--- config.mk ---
export PLATFORM = sky130hd
export DESIGN_NAME = fprf_tagged
export DESIGN_NICKNAME = d
export VERILOG_FILES = /design/src/rtl/fprf_pkg.sv /design/src/rtl/fprf_rd_path.sv /design/src/rtl/fprf_wr_path.sv /design/src/rtl/fprf_store.sv /design/src/rtl/fprf_tagged.sv
export SDC_FILE = /design/constraint.sdc
export NUM_CORES = 2
export LEC_CHECK = 0
export ABC_AREA = 1
export BUFFER_PORTS_ARGS = -buffer_cell sky130_fd_sc_hd__buf_2
export CORE_UTILIZATION = 30
export DETAILED_ROUTE_END_ITERATION = 7
export HOLD_SLACK_MARGIN = 0.15
export PLACE_DENSITY = 0.43
export SYNTH_ARGS = -nofsm -noshare
export SYNTH_HDL_FRONTEND = slang
export SYNTH_SLANG_ARGS = --single-unit
--- constraint.sdc ---
create_clock -name clk_i -period 7.35 [get_ports clk_i]
set_input_delay 1.47 -clock clk_i [delete_from_list [all_inputs] [get_ports clk_i]]
set_output_delay 1.47 -clock clk_i [all_outputs]
set_load 0.02 [all_outputs]
--- src/rtl/fprf_pkg.sv ---
package fprf_pkg;
  typedef enum logic [2:0] {
    FMT_RAW = 3'd0,
    FMT_SGL = 3'd1,
    FMT_DBL = 3'd2,
    FMT_WRD = 3'd3,
    FMT_LNG = 3'd4,
    FMT_PRS = 3'd5,
    FMT_UNK = 3'd7
  } fmt_e;

  localparam int unsigned REG_W  = 64;
  localparam int unsigned HALF_W = REG_W / 2;

  localparam logic [HALF_W-1:0] QNAN_SGL = 32'h7FBF_FFFF;
  localparam logic [HALF_W-1:0] QNAN_WRD = 32'h7FFF_FFFF;
  localparam logic [REG_W-1:0]  QNAN_DBL = 64'h7FF7_FFFF_FFFF_FFFF;
  localparam logic [REG_W-1:0]  QNAN_LNG = 64'h7FFF_FFFF_FFFF_FFFF;
  localparam logic [HALF_W-1:0] FILL_HI  = 32'hDEAD_C0DE;

  function automatic logic is_pair_fmt(fmt_e f);
    return (f == FMT_DBL) || (f == FMT_LNG) || (f == FMT_PRS);
  endfunction

  function automatic logic [REG_W-1:0] qnan_of(fmt_e f);
    case (f)
      FMT_SGL: return {{HALF_W{1'b0}}, QNAN_SGL};
      FMT_WRD: return {{HALF_W{1'b0}}, QNAN_WRD};
      FMT_DBL: return QNAN_DBL;
      FMT_LNG: return QNAN_LNG;
      FMT_PRS: return {QNAN_SGL, QNAN_SGL};
      default: return '0;
    endcase
  endfunction
endpackage

--- src/rtl/fprf_rd_path.sv ---
module fprf_rd_path
  import fprf_pkg::*;
#(
  parameter int unsigned IDX_W = 5
) (
  input  logic             wide_i,
  input  logic             rd_en_i,
  input  logic [IDX_W-1:0] rd_idx_i,
  input  fmt_e             rd_fmt_i,
  input  logic [REG_W-1:0] lo_reg_i,
  input  logic [REG_W-1:0] hi_reg_i,
  input  fmt_e             tag_cur_i,
  output logic [REG_W-1:0] rd_data_o,
  output logic             rd_excp_o,
  output logic             tag_we_o,
  output fmt_e             tag_new_o
);
  logic excp;
  logic pair_req;
  fmt_e eff_tag;

  always_comb begin
    pair_req = is_pair_fmt(rd_fmt_i);
    excp     = 1'b0;
    if (!wide_i && rd_fmt_i == FMT_PRS)          excp = 1'b1;
    else if (!wide_i && pair_req && rd_idx_i[0]) excp = 1'b1;

    // tag as it stands after this access
    eff_tag = tag_cur_i;
    if (rd_fmt_i != FMT_RAW) begin
      if (tag_cur_i == FMT_RAW)       eff_tag = rd_fmt_i;
      else if (tag_cur_i != rd_fmt_i) eff_tag = FMT_UNK;
    end

    if (excp)                     rd_data_o = '0;
    else if (rd_fmt_i == FMT_RAW) rd_data_o = wide_i ? lo_reg_i : {{HALF_W{1'b0}}, lo_reg_i[HALF_W-1:0]};
    else if (eff_tag == FMT_UNK)  rd_data_o = qnan_of(rd_fmt_i);
    else if (!pair_req)           rd_data_o = {{HALF_W{1'b0}}, lo_reg_i[HALF_W-1:0]};
    else if (wide_i)              rd_data_o = lo_reg_i;
    else                          rd_data_o = {hi_reg_i[HALF_W-1:0], lo_reg_i[HALF_W-1:0]};

    rd_excp_o = rd_en_i & excp;
    tag_we_o  = rd_en_i & (rd_fmt_i != FMT_RAW);
    tag_new_o = excp ? FMT_UNK : eff_tag;
  end
endmodule

--- src/rtl/fprf_wr_path.sv ---
module fprf_wr_path
  import fprf_pkg::*;
(
  input  logic             wide_i,
  input  logic             wr_en_i,
  input  logic             wr_odd_i,
  input  fmt_e             wr_fmt_i,
  input  logic [REG_W-1:0] wr_data_i,
  output logic             pri_we_o,
  output logic [REG_W-1:0] pri_data_o,
  output logic             pri_tag_we_o,
  output fmt_e             pri_tag_o,
  output logic             sec_we_o,
  output logic [REG_W-1:0] sec_data_o,
  output logic             sec_tag_we_o,
  output fmt_e             sec_tag_o,
  output logic             wr_excp_o
);
  logic [HALF_W-1:0] lo_w, hi_w;
  assign lo_w = wr_data_i[HALF_W-1:0];
  assign hi_w = wr_data_i[REG_W-1:HALF_W];

  always_comb begin
    pri_we_o     = 1'b0;
    pri_data_o   = '0;
    pri_tag_we_o = 1'b0;
    pri_tag_o    = FMT_UNK;
    sec_we_o     = 1'b0;
    sec_data_o   = '0;
    sec_tag_we_o = 1'b0;
    sec_tag_o    = FMT_UNK;
    wr_excp_o    = 1'b0;
    if (wr_en_i) begin
      pri_tag_we_o = 1'b1;
      case (wr_fmt_i)
        FMT_RAW: begin
          pri_we_o   = 1'b1;
          pri_data_o = wide_i ? wr_data_i : {{HALF_W{1'b0}}, lo_w};
          pri_tag_o  = FMT_RAW;
        end
        FMT_SGL, FMT_WRD: begin
          pri_we_o   = 1'b1;
          pri_data_o = {wide_i ? FILL_HI : {HALF_W{1'b0}}, lo_w};
          pri_tag_o  = wr_fmt_i;
        end
        FMT_DBL, FMT_LNG: begin
          if (wide_i) begin
            pri_we_o   = 1'b1;
            pri_data_o = wr_data_i;
            pri_tag_o  = wr_fmt_i;
          end else if (wr_odd_i) begin
            wr_excp_o    = 1'b1;
            sec_tag_we_o = 1'b1;
          end else begin
            pri_we_o     = 1'b1;
            pri_data_o   = {{HALF_W{1'b0}}, lo_w};
            pri_tag_o    = wr_fmt_i;
            sec_we_o     = 1'b1;
            sec_data_o   = {{HALF_W{1'b0}}, hi_w};
            sec_tag_we_o = 1'b1;
            sec_tag_o    = wr_fmt_i;
          end
        end
        FMT_PRS: begin
          if (wide_i) begin
            pri_we_o   = 1'b1;
            pri_data_o = wr_data_i;
            pri_tag_o  = FMT_PRS;
          end else begin
            wr_excp_o = 1'b1;
          end
        end
        default: pri_tag_o = FMT_UNK;
      endcase
    end
  end
endmodule

--- src/rtl/fprf_store.sv ---
module fprf_store
  import fprf_pkg::*;
#(
  parameter int unsigned NUM_REGS = 32,
  parameter int unsigned IDX_W    = 5
) (
  input  logic             clk_i,
  input  logic             rst_ni,
  input  logic [IDX_W-1:0] wr_idx_i,
  input  logic             pri_we_i,
  input  logic [REG_W-1:0] pri_data_i,
  input  logic             pri_tag_we_i,
  input  fmt_e             pri_tag_i,
  input  logic             sec_we_i,
  input  logic [REG_W-1:0] sec_data_i,
  input  logic             sec_tag_we_i,
  input  fmt_e             sec_tag_i,
  input  logic [IDX_W-1:0] rd_idx_i,
  input  logic             rd_tag_we_i,
  input  fmt_e             rd_tag_i,
  output logic [REG_W-1:0] reg_q_o [NUM_REGS],
  output fmt_e             tag_q_o [NUM_REGS]
);
  logic [NUM_REGS-1:0] pri_hit, sec_hit, rd_hit;

  for (genvar g = 0; g < NUM_REGS; g++) begin : g_hit
    assign pri_hit[g] = (wr_idx_i == IDX_W'(g));
    assign sec_hit[g] = ((wr_idx_i ^ IDX_W'(1)) == IDX_W'(g));
    assign rd_hit[g]  = (rd_idx_i == IDX_W'(g));
  end

  always_ff @(posedge clk_i or negedge rst_ni) begin
    if (!rst_ni) begin
      for (int i = 0; i < NUM_REGS; i++) begin
        reg_q_o[i] <= '0;
        tag_q_o[i] <= FMT_RAW;
      end
    end else begin
      for (int i = 0; i < NUM_REGS; i++) begin
        if (pri_we_i && pri_hit[i])      reg_q_o[i] <= pri_data_i;
        else if (sec_we_i && sec_hit[i]) reg_q_o[i] <= sec_data_i;
        // write port owns the tag over a same-cycle read
        if (pri_tag_we_i && pri_hit[i])      tag_q_o[i] <= pri_tag_i;
        else if (sec_tag_we_i && sec_hit[i]) tag_q_o[i] <= sec_tag_i;
        else if (rd_tag_we_i && rd_hit[i])   tag_q_o[i] <= rd_tag_i;
      end
    end
  end
endmodule

--- src/rtl/fprf_tagged.sv ---
module fprf_tagged
  import fprf_pkg::*;
#(
  parameter int unsigned NUM_REGS = 32,
  localparam int unsigned IDX_W   = $clog2(NUM_REGS)
) (
  input  logic             clk_i,
  input  logic             rst_ni,
  input  logic             wide_i,
  input  logic             rd_en_i,
  input  logic [IDX_W-1:0] rd_idx_i,
  input  logic [2:0]       rd_fmt_i,
  output logic [63:0]      rd_data_o,
  output logic             rd_excp_o,
  input  logic             wr_en_i,
  input  logic [IDX_W-1:0] wr_idx_i,
  input  logic [2:0]       wr_fmt_i,
  input  logic [63:0]      wr_data_i,
  output logic             wr_excp_o
);
  logic [REG_W-1:0] reg_q [NUM_REGS];
  fmt_e             tag_q [NUM_REGS];

  logic             pri_we, pri_tag_we, sec_we, sec_tag_we, rd_tag_we;
  logic [REG_W-1:0] pri_data, sec_data;
  fmt_e             pri_tag, sec_tag, rd_tag_new;

  fprf_rd_path #(.IDX_W(IDX_W)) i_rd_path (
    .wide_i    (wide_i),
    .rd_en_i   (rd_en_i),
    .rd_idx_i  (rd_idx_i),
    .rd_fmt_i  (fmt_e'(rd_fmt_i)),
    .lo_reg_i  (reg_q[rd_idx_i]),
    .hi_reg_i  (reg_q[rd_idx_i | IDX_W'(1)]),
    .tag_cur_i (tag_q[rd_idx_i]),
    .rd_data_o (rd_data_o),
    .rd_excp_o (rd_excp_o),
    .tag_we_o  (rd_tag_we),
    .tag_new_o (rd_tag_new)
  );

  fprf_wr_path i_wr_path (
    .wide_i       (wide_i),
    .wr_en_i      (wr_en_i),
    .wr_odd_i     (wr_idx_i[0]),
    .wr_fmt_i     (fmt_e'(wr_fmt_i)),
    .wr_data_i    (wr_data_i),
    .pri_we_o     (pri_we),
    .pri_data_o   (pri_data),
    .pri_tag_we_o (pri_tag_we),
    .pri_tag_o    (pri_tag),
    .sec_we_o     (sec_we),
    .sec_data_o   (sec_data),
    .sec_tag_we_o (sec_tag_we),
    .sec_tag_o    (sec_tag),
    .wr_excp_o    (wr_excp_o)
  );

  fprf_store #(.NUM_REGS(NUM_REGS), .IDX_W(IDX_W)) i_store (
    .clk_i        (clk_i),
    .rst_ni       (rst_ni),
    .wr_idx_i     (wr_idx_i),
    .pri_we_i     (pri_we),
    .pri_data_i   (pri_data),
    .pri_tag_we_i (pri_tag_we),
    .pri_tag_i    (pri_tag),
    .sec_we_i     (sec_we),
    .sec_data_i   (sec_data),
    .sec_tag_we_i (sec_tag_we),
    .sec_tag_i    (sec_tag),
    .rd_idx_i     (rd_idx_i),
    .rd_tag_we_i  (rd_tag_we),
    .rd_tag_i     (rd_tag_new),
    .reg_q_o      (reg_q),
    .tag_q_o      (tag_q)
  );
endmodule

; ---- Word level (Yosys, flattened, before mapping)
; Index checks and enable logic that the tools add are counted.
[totals]
word_cells = 633
regBits = 2144
output_inout_bits = 66
input_bits = 85
[classes]
reduce_logical = 240
eq_ne = 105
magnitude_cmp = 2
muxes = 217
bitwise = 5
[op_table]
columns = cell, n
row1 = two-way mux 64 bit, 79
row2 = binary-select mux 64 bit (select 5 bit), 2
row3 = two-way mux 3 bit, 108
row4 = case mux 63 bit (5 select lines), 1
row5 = case mux 64 bit (4 select lines), 1
row6 = "== test 5 bit, second input constant", 48
row7 = logical AND 1 bit, 163
row8 = two-way mux 32 bit, 5
row9 = "== test 5 x 4 -> 1 bit, second input constant", 24
row10 = nonzero test 3 bit, 33
row11 = nonzero test 2 bit, 32
row12 = "== test 5 x 3 -> 1 bit, second input constant", 12
row13 = "== test 5 x 2 -> 1 bit, second input constant", 6
row14 = two-way mux 1 bit, 16
row15 = binary-select mux 3 bit (select 5 bit), 1
row16 = "== test 3 bit, second input constant", 5
row17 = "== test 5 x 1 -> 1 bit, second input constant", 3
row18 = zero test 5 bit, 3
row19 = "== test 3 x 2 -> 1 bit, second input constant", 4
row20 = ">= comparator 6 bit, second input constant", 2
row21 = NOT 5 -> 6 bit, 2
row22 = case mux 3 bit (4 select lines), 1
row23 = zero test 3 bit, 3
row24 = "== test 3 x 1 -> 1 bit, second input constant", 2
row25 = 10 further kinds, 13

; ---- Depth between registers and ports, before layout
[depth]
depth_word = 12
depth_mapped = 23
depth_no_buf = 22

; ---- By module
; From an unflattened synthesis, not the netlist that was laid out.
[hier_totals]
cells_unflattened = 18408
hier_area_um2 = 126134.7
[by_module_without_submodules]
columns = module, n_inst, area_each_um2, seq_area_each_um2, cells_each
row1 = fprf_store, 1, 99469.1, 53651.5, 12526
row2 = fprf_tagged, 1, 23492.5, 0.0, 5179
row3 = fprf_rd_path, 1, 1891.8, 0.0, 438
row4 = fprf_wr_path, 1, 1281.2, 0.0, 265

; ---- Least setup slack after synthesis
; No wires, ideal clock.
[synth_path]
kind = in2out
start = input rd_idx_i[1]
end = output rd_data_o[52]
path_stages = 23
arrival_ps = 3709
required_time_ps = 5880
path_slack_ps = 2171
path_buffers = 4
cell_sequence = buf_4 > nand2_2 > inv_2 > buf_2 > nand2_1 > nand2_1 > nor2_1 > nor2_1 > nor2_1 > nand2_1 > nand2_1 > nand2_1 > nand2_1 > nand2_1 > nand2_1 > nand2_1 > nand2_1 > nand3_2 > nor2_4 > nand2_2 > buf_6 > buf_6 > a21oi_1
[synth_between]
elab_chain_cells = 12
word_cells_on_any_way = 23
cone_classes = eq/ne: 2 / mux: 18 / bitwise: 2 / reduce/logical: 1
[synth_rtl]
columns = item, line_no
row1 = from (decl), fprf_tagged.sv:11  ; input logic [IDX_W-1:0] rd_idx_i,
row2 = NOT 5 -> 6 bit (not written as such), "fprf_tagged.sv:33, fprf_tagged.sv:35"
row3 = binary-select mux 3 bit (select 5 bit), fprf_tagged.sv:35  ; .tag_cur_i (tag_q[rd_idx_i]),
row4 = two-way mux 3 bit (not written as such) (2 in series), fprf_tagged.sv:35
row5 = != test 3 bit, fprf_rd_path.sv:32  ; else if (tag_cur_i != rd_fmt_i) eff_tag = FMT_UNK;
row6 = two-way mux 3 bit, fprf_rd_path.sv:32
row7 = two-way mux 3 bit, fprf_rd_path.sv:31  ; if (tag_cur_i == FMT_RAW) eff_tag = rd_fmt_i;
row8 = two-way mux 3 bit, fprf_rd_path.sv:30  ; if (rd_fmt_i != FMT_RAW) begin
row9 = == test 3 bit, fprf_rd_path.sv:37  ; else if (eff_tag == FMT_UNK) rd_data_o = qnan_of(rd_fmt_i);
row10 = two-way mux 64 bit, fprf_rd_path.sv:37
row11 = two-way mux 64 bit (*), fprf_rd_path.sv:36  ; else if (rd_fmt_i == FMT_RAW) rd_data_o = wide_i ? lo_reg_i : {{HALF_W{1'b0}}, lo_reg_i[HALF_W-1:0]};
row12 = two-way mux 64 bit (*), fprf_rd_path.sv:35  ; if (excp) rd_data_o = '0;
row13 = to (decl), fprf_tagged.sv:13  ; output logic [63:0] rd_data_o,
; Every way passes the cells marked *; elsewhere a longest branch is shown, timed or not. The select of a mux whose other input is x is not followed.

; ---- Worst setup path in the final report
[layout_path]
start = input rd_idx_i[1]
end = output rd_data_o[62]
; Same word-level chain as after synthesis.

==> impl_metrics.env <==
export IMPL_hold_end="i_store.reg_q_o[1002]$_DFFE_PN0P_"
export IMPL_drt_pass1_iterations=6
export IMPL_p_leak_nw=51.2
export IMPL_grt_pass1_vias=93300
export IMPL_p_per_area_nw_per_um2=294
export IMPL_cp_num_buf_inv=5
export IMPL_cp_end_kind="primary output"
export IMPL_core_area_um2=334000
export IMPL_synth_edf_count=0
export IMPL_rr_startpoint="i_store.tag_q_o[48]$_DFFE_PN0P_"
export IMPL_cts_made_buffers=243
export IMPL_place_hpwl_um=308000
export IMPL_row_count=212
export IMPL_area_growth_pct=14.0
export IMPL_fin_cells=16100
export IMPL_grt_pass1_wl_um=755000
export IMPL_ys_ff_latch=2144
export IMPL_drv_cap=1
export IMPL_status="complete, but fails checks"
export IMPL_rr_endpoint="i_store.tag_q_o[35]$_DFFE_PN0P_"
export IMPL_vias_per_cell=6.16
export IMPL_grt_use_total=0.312
export IMPL_path_common_cell="buf_4"
export IMPL_fin_nets=11500
export IMPL_async_reset_ff_frac=1.00
export IMPL_yosysMostFrequentCell="nand2_1"
export IMPL_reg2reg_depth=16
export IMPL_numClockSinks=2144
export IMPL_cts_max_level=4
export IMPL_required_ns=5.88
export IMPL_peakVddDrop_mv=0.203
export IMPL_synth_commonest_cells="nand2_1, dfrtp_1, o21ai_0, o22ai_1, inv_1"
export IMPL_min_period_over_period=0.989
export IMPL_power_mw=33.8
export IMPL_path_cells="buf_4 > inv_4 > nand2_4 > buf_4 > o22ai_1 > o21ai_0 > nand4_1 > o21ai_0 > nor2_1 > buf_4 > a21oi_1 > a21boi_0 > buf_2"
export IMPL_place_congestion=0.919
export IMPL_critPathMaxFanout=48
export IMPL_critPathSlowestCell="a21oi_1"
export IMPL_overflow=0
export IMPL_die_area_um2=339000
export IMPL_violations="capacitance limit"
export IMPL_setup_tns_ns=0
export IMPL_worstHoldStart="i_store.reg_q_o[1002]$_DFFE_PN0P_"
export IMPL_drc=0
export IMPL_fill_cells=34500
export IMPL_avgSynthCellArea_um2=8.56
export IMPL_syn_inst=11800
export IMPL_hp_class="flip-flop to flip-flop"
export IMPL_ant_nets=0
export IMPL_clk_pin_slew_ns=0.06
export IMPL_fp_dieW_um=582
export IMPL_worstMarginPinSlew_ns=1.49
export IMPL_via_count=98900
export IMPL_die_h_um=582
export IMPL_drt_total_wl_um=546000
export IMPL_ios=151
export IMPL_slowest_delay_ns=1.12
export IMPL_yosysSeqAreaShare=0.532
export IMPL_antenna_found_initial=59
export IMPL_start_util=0.302
export IMPL_drv_slew=0
export IMPL_fin_crit_ns=7.27
export IMPL_rsz0062_at_grt="no"
export IMPL_insertion_delay_ns=0.93
export IMPL_cp_start_kind="input pin"
export IMPL_cts_buffer_depth=4
export IMPL_slew_headroom=0.00367
export IMPL_first_iter_violations=13700
export IMPL_synth_top_area_cell="dfrtp_1"
export IMPL_syn_nets=11900
export IMPL_r2r_slack_ns=4.18
export IMPL_finalHoldViolCount=0
export IMPL_holdPathStages=2
export IMPL_clock_skew_ns=0.0338
export IMPL_cts_tree="done"
export IMPL_post_cts_setup_buffers=0
export IMPL_syn_area_um2=101000
export IMPL_critical_path_top_delay_family="compound AO/OA/AOI/OAI gates"
export IMPL_io_buffers=150
export IMPL_yosysWarnings=0
export IMPL_clk_root_buffer_cell="clkbuf_16"
export IMPL_dp_cells=15600
export IMPL_drive_gt1_frac=0.0890
export IMPL_max_freq_mhz=138
export IMPL_crit_type="input pin to primary output"
export IMPL_ys_flop_type="dfrtp_1"
export IMPL_synth_area_leaders="dfrtp_1, o21ai_0, o22ai_1, nand2_1, o221ai_1"
export IMPL_routedWlPerCell_um=34.0
export IMPL_ys_types=43
export IMPL_synth_top_area_frac=0.532
export IMPL_grt_max_degree=173
export IMPL_finalSetupViolations=0
export IMPL_critPathArrivalTime_ns=5.80
==> flip-flops by register name, summed over array words and instances (netlist names) <==
name             flops
i_store.tag_q_o     96
i_store.reg_q_o   2048
==> cell type report <==
| cell class | instances | area, µm² | area share |
|---|---|---|---|
| Sequential cell | 2144 | 53700 | 0.466 |
| Multi-Input combinational cell | 7268 | 38600 | 0.336 |
| Clock buffer | 376 | 7250 | 0.0630 |
| Tap cell | 4387 | 5490 | 0.0477 |
| Inverter | 1253 | 4790 | 0.0416 |
| Timing Repair Buffer | 535 | 4520 | 0.0393 |
| Clock inverter | 55 | 602 | 0.00523 |
| Antenna cell | 46 | 115 | 0.00100 |
==> cell usage in the layout (no fill, tap or decap), types with 4 or more instances in the layout <==
cell	instances
o2111ai_1	10
bufinv_16	10
buf_12	69
o22ai_1	1363
a21oi_1	339
clkbuf_1	73
clkbuf_16	249
nor3_1	16
a22o_1	79
inv_4	17
o211ai_1	58
nand2_1	2207
nand3_1	78
a21oi_2	8
clkinvlp_4	5
nor2_1	394
a211oi_1	82
nand2_4	13
o21ai_0	1724
a31oi_1	57
a221oi_1	53
a41oi_1	18
a22oi_1	20
diode_2	46
a311oi_1	6
dfrtp_1	2144
inv_2	24
clkinv_2	46
a41o_1	7
inv_1	1192
nand4_1	63
inv_6	4
nor2_4	23
o21ai_1	21
buf_2	147
o221ai_1	581
clkbuf_8	54
nand2_2	27
buf_4	318
==> per-stage QoR <==
step,utilization,setup WS [ns],instance area (µm²),hold WS (ns)
5_1_grt,0.344,0.115,115000,0.500
6_report,0.344,0.0807,115000,0.484
2_1_floorplan,-,2.17,101000,0.453
3_5_place_dp,0.320,0.249,107000,0.473
4_1_cts,0.344,0.240,115000,0.487
3_3_place_gp,0.320,0.258,107000,0.467
==> cells by family (layout without fill, tap and decap cells) <==
logic type / count (synthesis) / after routing / share of synthesized area
AO/OA/AOI/OAI: 4438 / 4438 / 0.270
buffers and inverters: 2383 / 2219 / 0.0896
flip-flops: 2144 / 2144 / 0.532
other: 0 / 46 / 0
AND/OR/NAND/NOR: 2830 / 2830 / 0.108
==> worst reg2reg max path, delay by kind of cell, from the launching register on <==
family          cells  cell delay, ns
compound gates      3            0.51
buf+inv             1            0.54
flops               1            0.43
simple gates       12            1.51
==> power breakdown <==
group / internal (mW) / total, mW / switching, mW / leakage [nW]
combinational: 2.12 / 6.04 / 3.92 / 21.0
clock: 7.07 / 12.4 / 5.37 / 3.86
sequential: 14.2 / 15.4 / 1.18 / 26.3
total: 23.4 / 33.8 / 10.5 / 51.2
==> worst max-delay path by stage <==
stage / startpoint / end / cells after the start / slack [ns]
floorplan: rd_idx_i[1] / rd_data_o[52] / 23 / 2.17
global placement: rd_fmt_i[2] / rd_data_o[56] / 14 / 0.26
detailed placement: rd_fmt_i[2] / rd_data_o[56] / 14 / 0.25
CTS: rd_fmt_i[2] / rd_data_o[56] / 14 / 0.24
global route: rd_idx_i[1] / rd_data_o[62] / 13 / 0.11
finish: rd_idx_i[1] / rd_data_o[62] / 13 / 0.08
==> timing repair <==
action                     in CTS  in global routing
gates resized for setup         0                  1
hold buffers                    0                  0
setup endpoints to repair       0                 21
==> routing by layer <==
metal | wire length [µm] | global-route usage | up-vias
met2 | 226000 | 0.447 | 6589
met5 | 241 | 0.00184 | -
met3 | 59300 | 0.0718 | 1355
met4 | 31600 | 0.164 | 24
li1 | - | - | 40600
met1 | 228000 | 0.435 | 50300
Power figures use the tool's default switching activity.
